File: src/rtl/simd_sat_pkg.sv
package simd_sat_pkg;

  typedef enum logic [1:0] {
    OP_ADD  = 2'b00,
    OP_SUB  = 2'b01,
    OP_ABS  = 2'b10,
    OP_ZERO = 2'b11
  } sat_op_e;

endpackage

File: src/rtl/sat_lane.sv
module sat_lane #(
  parameter int W = 8
) (
  input  logic [1:0]   op,
  input  logic [W-1:0] a,
  input  logic [W-1:0] b,
  output logic [W-1:0] y,
  output logic         sat
);
  import simd_sat_pkg::*;

  localparam logic [W-1:0] MAXV = {1'b0, {(W-1){1'b1}}};
  localparam logic [W-1:0] MINV = {1'b1, {(W-1){1'b0}}};

  // One bit of headroom: every add/sub/abs result fits in W+1 bits.
  function automatic logic [W:0] widened(input logic [1:0] o,
                                         input logic [W-1:0] x,
                                         input logic [W-1:0] z);
    logic [W:0] xe, ze;
    xe = {x[W-1], x};
    ze = {z[W-1], z};
    case (o)
      OP_ADD:  widened = xe + ze;
      OP_SUB:  widened = xe - ze;
      OP_ABS:  widened = x[W-1] ? (~xe + 1'b1) : xe;
      default: widened = '0;
    endcase
  endfunction

  // Out of range exactly when the two top bits disagree.
  function automatic logic beyond(input logic [W:0] v);
    beyond = v[W] ^ v[W-1];
  endfunction

  function automatic logic [W-1:0] clamp(input logic [W:0] v);
    if (beyond(v)) clamp = v[W] ? MINV : MAXV;
    else           clamp = v[W-1:0];
  endfunction

  logic [W:0] wide;

  always_comb begin
    wide = widened(op, a, b);
    y    = clamp(wide);
    sat  = beyond(wide);
  end

  // an absolute result is never negative.
  always_comb begin
    if (op == OP_ABS) begin
      p_abs_nonneg_r1: assert (!y[W-1]);
    end
  end

endmodule

File: src/rtl/sat_lane_group.sv
module sat_lane_group #(
  parameter int DATA_W = 64,
  parameter int LANE_W = 8
) (
  input  logic [1:0]        op,
  input  logic [DATA_W-1:0] a,
  input  logic [DATA_W-1:0] b,
  output logic [DATA_W-1:0] y,
  output logic              any_sat
);
  localparam int N_LANES = DATA_W / LANE_W;

  logic [N_LANES-1:0] lane_sat;

  for (genvar k = 0; k < N_LANES; k++) begin : g_lane
    sat_lane #(.W(LANE_W)) i_lane (
      .op  (op),
      .a   (a[k*LANE_W +: LANE_W]),
      .b   (b[k*LANE_W +: LANE_W]),
      .y   (y[k*LANE_W +: LANE_W]),
      .sat (lane_sat[k])
    );
  end

  assign any_sat = |lane_sat;

endmodule

File: src/rtl/simd_sat_alu.sv
module simd_sat_alu #(
  parameter int DATA_W   = 64,
  parameter int NARROW_W = 8,
  parameter int WIDE_W   = 16
) (
  input  logic              clk,
  input  logic              rst_n,
  input  logic              in_valid,
  input  logic [1:0]        op,
  input  logic              lane_16,
  input  logic [DATA_W-1:0] src_a,
  input  logic [DATA_W-1:0] src_b,
  input  logic              ovf_clear,
  output logic              out_valid,
  output logic [DATA_W-1:0] result,
  output logic              op_ovf,
  output logic              ovf_sticky
);
  import simd_sat_pkg::*;

  logic [DATA_W-1:0] narrow_y, wide_y, sel_y;
  logic              narrow_sat, wide_sat;
  logic              lane_ovf;     // any lane clamped this cycle
  logic              ovf_event;    // accepted operation that clamped

  sat_lane_group #(.DATA_W(DATA_W), .LANE_W(NARROW_W)) i_narrow (
    .op(op), .a(src_a), .b(src_b), .y(narrow_y), .any_sat(narrow_sat)
  );

  sat_lane_group #(.DATA_W(DATA_W), .LANE_W(WIDE_W)) i_wide (
    .op(op), .a(src_a), .b(src_b), .y(wide_y), .any_sat(wide_sat)
  );

  assign sel_y     = lane_16 ? wide_y : narrow_y;
  assign lane_ovf  = lane_16 ? wide_sat : narrow_sat;
  assign ovf_event = in_valid & lane_ovf;

  always_ff @(posedge clk or negedge rst_n) begin
    if (!rst_n) begin
      out_valid  <= 1'b0;
      result     <= '0;
      op_ovf     <= 1'b0;
      ovf_sticky <= 1'b0;
    end else begin
      out_valid  <= in_valid;
      if (in_valid) begin
        result <= sel_y;
        op_ovf <= lane_ovf;
      end
      ovf_sticky <= (ovf_sticky & ~ovf_clear) | ovf_event;
    end
  end

  // valid travels with the data, one cycle late
  p_valid_lat_r9: assert property (@(posedge clk) disable iff (!rst_n)
    in_valid |=> out_valid);
  p_valid_once_r9: assert property (@(posedge clk) disable iff (!rst_n)
    !in_valid |=> !out_valid);
  p_hold_r9: assert property (@(posedge clk) disable iff (!rst_n)
    !in_valid |=> ($stable(result) && $stable(op_ovf)));

  // the unused opcode produces zero without overflow
  p_zero_op_r6: assert property (@(posedge clk) disable iff (!rst_n)
    (in_valid && op == OP_ZERO) |=> (result == '0 && !op_ovf));

  // sticky keeps its value until cleared, and sees every overflow
  p_sticky_keep_r8: assert property (@(posedge clk) disable iff (!rst_n)
    (ovf_sticky && !ovf_clear) |=> ovf_sticky);
  p_sticky_clear_r8: assert property (@(posedge clk) disable iff (!rst_n)
    (ovf_clear && !ovf_event) |=> !ovf_sticky);
  p_sticky_set_r8: assert property (@(posedge clk) disable iff (!rst_n)
    (out_valid && op_ovf) |-> ovf_sticky);

endmodule

File: config.mk
export PLATFORM = sky130hd
export DESIGN_NAME = simd_sat_alu
export DESIGN_NICKNAME = d
export VERILOG_FILES = /design/src/rtl/simd_sat_pkg.sv /design/src/rtl/sat_lane.sv /design/src/rtl/sat_lane_group.sv /design/src/rtl/simd_sat_alu.sv
export SDC_FILE = /design/constraint.sdc
export NUM_CORES = 1
export LEC_CHECK = 0
export ABC_AREA = 1
export BUFFER_PORTS_ARGS = -buffer_cell sky130_fd_sc_hd__buf_2
export CAP_MARGIN = 20
export CORE_ASPECT_RATIO = 1.75
export CORE_UTILIZATION = 30
export CTS_BUF_LIST = sky130_fd_sc_hd__clkbuf_4 sky130_fd_sc_hd__clkbuf_8 sky130_fd_sc_hd__clkbuf_16
export CTS_CLUSTER_DIAMETER = 80
export CTS_CLUSTER_SIZE = 25
export DETAILED_ROUTE_END_ITERATION = 12
export SYNTH_ARGS = -nofsm -noshare
export SYNTH_HDL_FRONTEND = slang
export SYNTH_HIERARCHICAL = 1
export SYNTH_SLANG_ARGS = --single-unit
export TNS_END_PERCENT = 50
File: constraint.sdc
create_clock -name clk -period 1.7 [get_ports clk]
set_input_delay 0.085 -clock clk [delete_from_list [all_inputs] [get_ports clk]]
set_output_delay 0.085 -clock clk [all_outputs]
set_load 0.03 [all_outputs]
# After elaboration in Yosys (flattened, before gate mapping)
# Index checks and enable logic that the tools add are counted.
# W data, S select, Z words.
# totals
ff_bits	67
# op_classes
bitwise_logic	28
eq_ne	2
mux	50
n_reduce_logical	3
add_sub_neg	36
# op_table
cell	count
$pmux W9 S3	8
$pmux W17 S3	4
$mux W16	8
$mux W8	16
$add A8 B8 Y9	8
$add A9 B1 Y9 const B	8
$mux W9	8
$not A9 Y9	8
$sub A8 B8 Y9	8
$add A16 B16 Y17	4
$add A17 B1 Y17 const B	4
$mux W17	4
$not A17 Y17	4
$sub A16 B16 Y17	4
$mux W64	1
$xor A1 B1 Y1	12
$reduce_or A8 Y1	1
$reduce_or A4 Y1	1
$and A1 B1 Y1	2
$eq A2 B1 Y1 const B	1
$eq A2 B2 Y1 const B	1
$logic_not A2 Y1	1
$mux W1	1
$not A1 Y1	1
$or A1 B1 Y1	1

# Logic depth before layout (Yosys ltp)
# Gate-level depths: netlist (run 1).
# depth
ltp_word	9
depth_mapped	30
ltp_nobuf	28

# Hierarchy
# Netlist (run 1), hierarchy kept.
# by_module_without_submodules
module	instances	area_each_um2	cells_per_inst	seq_area_each_um2
sat_lane at i_wide.g_lane[0].i_lane ...	4	2048.2	394	0.0
sat_lane at i_narrow.g_lane[1].i_lane ...	6	928.4	171	0.0
simd_sat_alu	1	3643.5	555	1676.6
sat_lane at i_narrow.g_lane[6].i_lane	1	939.7	173	0.0
sat_lane at i_narrow.g_lane[0].i_lane	1	928.4	169	0.0
sat_lane_group at i_narrow	1	56.3	15	0.0
sat_lane_group at i_wide	1	11.3	3	0.0

# Worst setup path before layout (run 1)
# No wires, ideal clock.
# synth_timing
path_kind	input to register
start	input port src_b[48]
end	register op_ovf
required_time_ns	1.581
n_path_buf	1
path_stages	28
setup_ns	0.119
path_slack_ns	-1.204
arrival_ns	2.784
cell_sequence	inv_1 > ha_1 > nand2_1 > o21ai_2 > o21ai_0 > a21oi_1 > o21ai_0 > xor2_1 > ha_1 > nand2_1 > inv_1 > nand2_1 > nand2_1 > inv_1 > nand2_1 > a21oi_1 > nand2_1 > nand2_2 > nand2_2 > nand2_2 > buf_6 > nand2_1 > nor2_1 > nand2_1 > inv_1 > nand2_1 > nand3_1 > nand2_1
# synth_via
elab_chain_len	5
# synth_rtl
element	line	rtl
start, declared	simd_sat_alu.sv:12	input logic [DATA_W-1:0] src_b,
$sub A16 B16 Y17 or $add A16 B16 Y17 (tied branches)	sat_lane.sv:24, sat_lane.sv:23	
$pmux W17 S3 (*)	sat_lane.sv:22	case (o)
$xor A1 B1 Y1 (*)	sat_lane.sv:32	beyond = v[W] ^ v[W-1];
net i_wide.lane_sat[3]	sat_lane_group.sv:13	logic [N_LANES-1:0] lane_sat;
$reduce_or A4 Y1 (*)	sat_lane_group.sv:25	assign any_sat = |lane_sat;
net wide_sat	simd_sat_alu.sv:22	logic narrow_sat, wide_sat;
$mux W1 (*)	simd_sat_alu.sv:35	assign lane_ovf = lane_16 ? wide_sat : narrow_sat;
end signal, assigned	simd_sat_alu.sv:48	op_ovf <= lane_ovf;
end, declared	simd_sat_alu.sv:16	output logic op_ovf,
# The timed path passes the listed nets; every way through them passes the cells marked *.
# A chain may end at the register's enable or synchronous reset.

# Worst setup path after layout (run 1)
# layout_timing
start	input port op[0]
end	register result[10]
# layout_via
elab_chain_len	5
# layout_rtl
element	line	rtl
start, declared	simd_sat_alu.sv:9	input logic [1:0] op,
$eq A2 B2 Y1 (tied with other cells)	sat_lane.sv:22	
$pmux W17 S3 (*)	sat_lane.sv:22	
$mux W16 or $xor A1 B1 Y1 (tied branches)	sat_lane.sv:36, sat_lane.sv:32	
$mux W16 (*)	sat_lane.sv:36	if (beyond(v)) clamp = v[W] ? MINV : MAXV;
net wide_y[10]	simd_sat_alu.sv:21	logic [DATA_W-1:0] narrow_y, wide_y, sel_y;
$mux W64 (*)	simd_sat_alu.sv:34	assign sel_y = lane_16 ? wide_y : narrow_y;
end signal, assigned	simd_sat_alu.sv:47	result <= sel_y;
end, declared	simd_sat_alu.sv:15	output logic [DATA_W-1:0] result,
# Marks and branches as above.

==> parameters.txt, run 1 <==
Parameter                              Value

Route
  Total Routed Length    74,100 um
  DRC violation count after routing    0
  Starting DRT DRC Count    1,008
  Routed vias    24,800
  Vias/cell    4.71
  DR pass1 iterations    5
  Remaining antenna violation count after routing    0
  Drt wl/cell    14.0 um

Worst setup path
  Critical Path Source Type    primary input
  Critical-path top delay cell    ha_1
  Maximum fanout encountered on the critical timing path    8
  Type of the setup path with the least slack    in2reg
  Largest delay contributor family on the critical path    simple AND/OR/NAND/NOR gates
  Arrival time of data at the critical path endpoint    3.08 ns
  Depth of the worst register-to-register path    2
  Total number of cells along the worst setup path    26
  Required time reported for the critical path endpoint    1.93 ns
  Library cell appearing most often on the critical path    nand2_1
  CP Buf/Inv Count    7
  Slowest Stage Delay on Critical Path    0.35 ns
  Type of element capturing the critical path    flop

STA
  Worst hold slack    0.0640 ns
  Post-Route Setup TNS    -64.08 ns
  Total count of hold-check failures in the final report    0
  Final count of pins violating max slew    0
  Final setup violating endpoints    66
  Final period demand of the worst path    2.85 ns
  Worst clock skew    0 ns
  Unrepaired setup endpoints after global routing    true
  Slew at the pin closest to its max-slew limit    0.563 ns
  Final critical-path share of the clock period    1.68
  Highest attainable clock frequency    351 MHz
  Relative slew margins    0.625
  Worst path setup slack after routing    -1.15 ns

Final layout
  Non-filler instance count after layout    5,277
  Final antenna diode count    0
  Filler cell count    6,830
  Finished Cell Area    28,700 sq um
  Area growth, synth to finish    48.3%
  Share of post-route cells with drive strength above 1    0.334
  Post-layout util    0.452
  Count of nets after finishing    4,767

Place
  Post-detailed-placement cell area    26,900 sq um
  I/O Buffers    201
  Total placed cells including tap cells    5,203
  Final weighted congestion of routability-driven global placement    0.909
  Half-perimeter wire length after detailed placement    62,400 um
  Post-Place Worst Slack    -1.67 ns

Synthesis
  Post-synth EDFFs    0
  Synth Net Count    3,816
  Gate Count Post-Synth    3,517
  Dominant cells by area after synthesis    nand2_1 (25%), inv_1 (11%), ha_1 (9.8%), dfrtp_1 (8.7%), nand3_1 (6.1%)
  Top cell types by occurrence after synthesis    nand2_1 (1,263), inv_1 (558), nor2_1 (277)
  Share of flip-flops with an asynchronous set or reset    1.00
  Cell type with the highest aggregate area in the netlist    nand2_1
  Most common cell in the synthesized netlist    nand2_1
  Fraction of the yosys area taken by sequential cells    0.0867
  Combined area of all synthesized cells    19,300 sq um
  Most instantiated flip-flop cell in the synthesis netlist    dfrtp_1
  Average size of a mapped cell    5.50 sq um
  Flops & latches, synth    67
  Library cells used by synthesis    45
  Yosys warns    6
  Area share of the largest cell type after synthesis    0.245

Global routing
  Antenna violations before repair    0
  Vias in the first global route    24,300
  Leftover overflow at the end of global routing    0
  GR Util All Layers    0.223
  Largest net degree at the start of global routing    38
  First-pass GRT wire length    117,000 um

Clocking
  Clock-pin slew reported for the worst setup and hold paths after clock tree synthesis    0.06 ns
  H-Tree Depth    3
  Clock tree from TritonCTS    yes
  Deepest clock path buffer count    2
  Clock Root Buffer    clkbuf_16
  TritonCTS Buffers    9
  Clock Sink Count    67
  Worst skew pair latency    0.34 ns

Floorplanning
  Starting density of the core    0.305
  Height of the chip    338 um
  Die area    65,500 sq um
  I/O pin count    202
  Die Wd    194 um
  Row Count    122
  Core Region    63,500 sq um

Power and ir drop
  VDD IR-drop max    452 uV
  Static power due to leakage    16.5 nW
  Total power divided by cell area    584 nW/um^2
  Power consumption    16.8 mW

Min path
  Instance count along the most critical hold path    4
  Worst Hold Class    in2reg

Run
  Max-capacitance violation count    0

Status
  Run status    finished, violations left
  Failing checks    setup timing
flip-flops by register name, summed over array words and instances, names as in the netlist:
signal      count
result         64
op_ovf          1
out_valid       1
ovf_sticky      1
worst reg2reg max path: stages (launching register included):
cell	delay (ns)
dfrtp_1	0.45
nand2_1	0.10
nand2_1	0.05
cell families (layout without fill, tap and decap cells):
family	count (synthesis)	in the layout	share of synthesized area
adder cells (fa/ha/maj)	164	164	0.111
AO/OA/AOI/OAI	378	378	0.110
buffers and inverters	671	1623	0.139
XOR/XNOR	159	159	0.0720
AND/OR/NAND/NOR	2078	2080	0.481
flip-flops	67	67	0.0867
per-layer routing:
| layer | global-route usage | vias to the layer above | routed length (um) |
|---|---|---|---|
| met2 | 0.434 | 467 | 38500 |
| met5 | 0 | - | 0 |
| li1 | - | 12900 | - |
| met1 | 0.228 | 11200 | 28800 |
| met4 | 0.117 | 0 | 4070 |
| met3 | 0.0322 | 188 | 2670 |
what timing repair did:
item	CTS	global route
gates resized for setup	140	141
endpoints found under the setup margin	66	66
gates cloned	4	1
buffers inserted	42	15
pin swaps	98	113
endpoints found under the hold margin	34	0
hold buffers	1	0
layout by cell type (no fill, tap or decap), drive strengths merged:
cell type    synthesis  routed
o21a                 8       8
xnor2               70      70
o32ai                6       6
nor3                44      44
dfrtp               67      67
clkinv               0       2
xor2                89      89
ha                 152     152
o22ai               48      48
nand2             1355    1355
o31ai                5       5
and2                 4       4
fa                  12      12
nand3b              40      40
buf                 47     989
bufinv               0       1
o21bai              11      11
or2                 12      12
nand4               31      33
a31oi               24      24
nor4                 4       4
o21ai              127     127
nor2               317     317
dlygate4sd3          0       1
nand3              267     267
clkbuf               6      12
a21oi              148     148
and3                 4       4
inv                618     618
o211ai               1       1
power breakdown:
| group | total (mW) | switching [mW] | internal [mW] |
|---|---|---|---|
| combinational | 12.7 | 7.25 | 5.49 |
| sequential | 2.14 | 0.236 | 1.90 |
| clock | 1.88 | 0.710 | 1.17 |
worst paths after layout:
path                                          end  slack [ns]              startpoint
min reg2reg                result[36]$_DFFE_PN0P_        0.47  result[36]$_DFFE_PN0P_
max reg2reg                result[44]$_DFFE_PN0P_        0.99  result[44]$_DFFE_PN0P_
min                          ovf_sticky$_DFF_PN0_        0.06               ovf_clear
max                        result[10]$_DFFE_PN0P_       -1.15                   op[0]
max in group asynchronous  result[12]$_DFFE_PN0P_        0.87                   rst_n
min in group asynchronous  result[16]$_DFFE_PN0P_        0.28                   rst_n
final cells by class:
type                       count  area (sq um)  share of cell area
clock buffer                  11           246             0.00859
clock inverter                 3          40.0             0.00140
inverter                     618          2380              0.0829
multi-input combinational   2781         16000               0.559
sequential                    67          1680              0.0584
tap                          806          1010              0.0351
timing repair buffer         991          7310               0.255
(Power assumes the default switching activity.)
==> run 2: changes to the inputs <==
Settings changed: REMOVE_ABC_BUFFERS set to 1.
==> parameters.txt, run 2 (synthesis results as in run 1) <==
Parameter                              Value

Final layout
  Register with the highest flop count    result
  Final antenna diode count    0
  Non-filler instance count after layout    5,277
  Count of nets after finishing    4,766
  Share of post-route cells with drive strength above 1    0.347
  Area growth, synth to finish    49.5%
  Finished Cell Area    28,900 sq um
  Number of flip-flops under the largest register name    64
  Most frequent cells in the layout    nand2_1 (1,166), buf_4 (749), inv_1 (535)
  Most common cell after layout, fill and taps aside    nand2_1

Clocking
  Clock-pin slew reported for the worst setup and hold paths after clock tree synthesis    0.06 ns
  Clock tree from TritonCTS    yes
  Clock Sink Count    67
  Worst skew pair latency    0.34 ns
  Clock Root Buffer    clkbuf_16
  H-Tree Depth    3
  TritonCTS Buffers    9
  Deepest clock path buffer count    2

Power and ir drop
  VDD IR-drop max    485 uV
  Power consumption    17.1 mW
  Static power due to leakage    16.6 nW
  Total power divided by cell area    593 nW/um^2

Route
  Total Routed Length    74,900 um
  Remaining antenna violation count after routing    0
  Drt wl/cell    14.2 um
  Routed vias    24,900
  Vias/cell    4.73
  DRC violation count after routing    0
  Starting DRT DRC Count    1,036
  DR pass1 iterations    5

Floorplanning
  Die Wd    194 um
  I/O pin count    202
  Height of the chip    338 um
  Starting density of the core    0.305
  Die area    65,500 sq um
  Core Region    63,500 sq um
  Row Count    122

Global routing
  Antenna violations before repair    1
  Vias in the first global route    24,600
  GR Util All Layers    0.225
  Largest net degree at the start of global routing    43
  First-pass GRT wire length    119,000 um
  Leftover overflow at the end of global routing    0

STA
  Unrepaired setup endpoints after global routing    true
  Worst clock skew    0 ns
  Relative slew margins    0.621
  Post-Route Setup TNS    -61.04 ns
  Final period demand of the worst path    2.73 ns
  Final critical-path share of the clock period    1.60
  Worst path setup slack after routing    -1.03 ns
  Final count of pins violating max slew    0
  Highest attainable clock frequency    367 MHz
  Slew at the pin closest to its max-slew limit    0.568 ns
  Total count of hold-check failures in the final report    0
  Final setup violating endpoints    66

Worst setup path
  Maximum fanout encountered on the critical timing path    7
  Required time reported for the critical path endpoint    1.93 ns
  Type of element capturing the critical path    flop
  Type of the setup path with the least slack    in2reg
  Arrival time of data at the critical path endpoint    2.96 ns
  Critical Path Source Type    primary input

Min path
  Worst Hold Class    in2reg

Place
  Post-detailed-placement cell area    26,600 sq um
  Half-perimeter wire length after detailed placement    62,800 um
  Total placed cells including tap cells    5,204
  Post-Place Worst Slack    -1.69 ns
  I/O Buffers    201
  Final weighted congestion of routability-driven global placement    0.959

Status
  Failing checks    setup timing
  Run status    finished, violations left

Run
  Max-capacitance violation count    0
run 2: changes by cell type in the layout (fill, tap and decap cells not counted), sizes merged:
cell         change
buf              -3
bufinv           +1
clkinv           -1
clkinvlp         +2
dlygate4sd3      +1
inv              +1
nand4            -1
run 2: layer usage:
| metal | up-vias | GRT usage | routed length, um |
|---|---|---|---|
| met5 | - | 0 | 11 |
| met4 | 2 | 0.106 | 3870 |
| met3 | 206 | 0.0250 | 2430 |
| met2 | 506 | 0.451 | 39700 |
| met1 | 11300 | 0.229 | 28800 |
| li1 | 12900 | - | - |
run 2: path summary, 6_finish.rpt:
kind                                         from                endpoint  slack, ns  cells after the start
setup / recovery                            op[0]  result[53]$_DFFE_PN0P_      -1.03                     27
hold / removal                           in_valid  result[38]$_DFFE_PN0P_       0.17                      3
setup reg to reg            result[4]$_DFFE_PN0P_   result[4]$_DFFE_PN0P_       1.00                      2
hold reg to reg            result[28]$_DFFE_PN0P_  result[28]$_DFFE_PN0P_       0.47                      2
max in group asynchronous                   rst_n   result[8]$_DFFE_PN0P_       0.81                      3
min in group asynchronous                   rst_n     out_valid$_DFF_PN0_       0.28                      2
run 2: timing repair:
item                                   CTS  global route
setup buffers                           36            17
cloned                                   2             1
setup endpoints to repair               66            66
endpoints found under the hold margin   36             0
gates resized for setup                213           196
hold buffers                             2             0
pin swaps                              133           179
run 2: final cells by class:
| cell class | count | area [sq um] |
|---|---|---|
| clock buffer | 9 | 225 |
| clock inverter | 6 | 88.8 |
| fill | 6741 | 34600 |
| inverter | 618 | 2340 |
| multi-input combinational | 2780 | 16300 |
| sequential | 67 | 1680 |
| tap | 806 | 1010 |
| timing repair buffer | 991 | 7290 |
run 2: stage by stage:
stage,util,hold slack [ns]
6_report,0.455,0.172
3_5_place_dp,0.419,0.117
5_1_grt,0.455,0.181
2_1_floorplan,-,-0.211
3_3_place_gp,0.419,0.109
4_1_cts,0.442,0.152
run 2: worst max-delay path: stages:
cell and delay [ns]:
buf_12 0.11, buf_12 0.14, nand2_8 0.09, inv_4 0.05
o21a_1 0.18, nand2_2 0.11, nor2_4 0.05, nand4_1 0.08
nand2_1 0.06, xor2_1 0.14, ha_1 0.35, nand2_2 0.09
buf_6 0.12, nor2_4 0.11, and2_4 0.16, nand2_1 0.05
nand2_1 0.08, nand3_2 0.09, nand2_4 0.10, nand4_4 0.14
clkbuf_16 0.22, nand2_2 0.05, nand2_1 0.04, inv_1 0.05
nand2_1 0.05, nand3_1 0.08, nand2_1 0.06
run 2: power by group:
part           switching, mW  internal [mW]  total [mW]
combinational           7.31           5.55        12.9
sequential             0.255           1.90        2.16
clock                  0.838           1.28        2.12
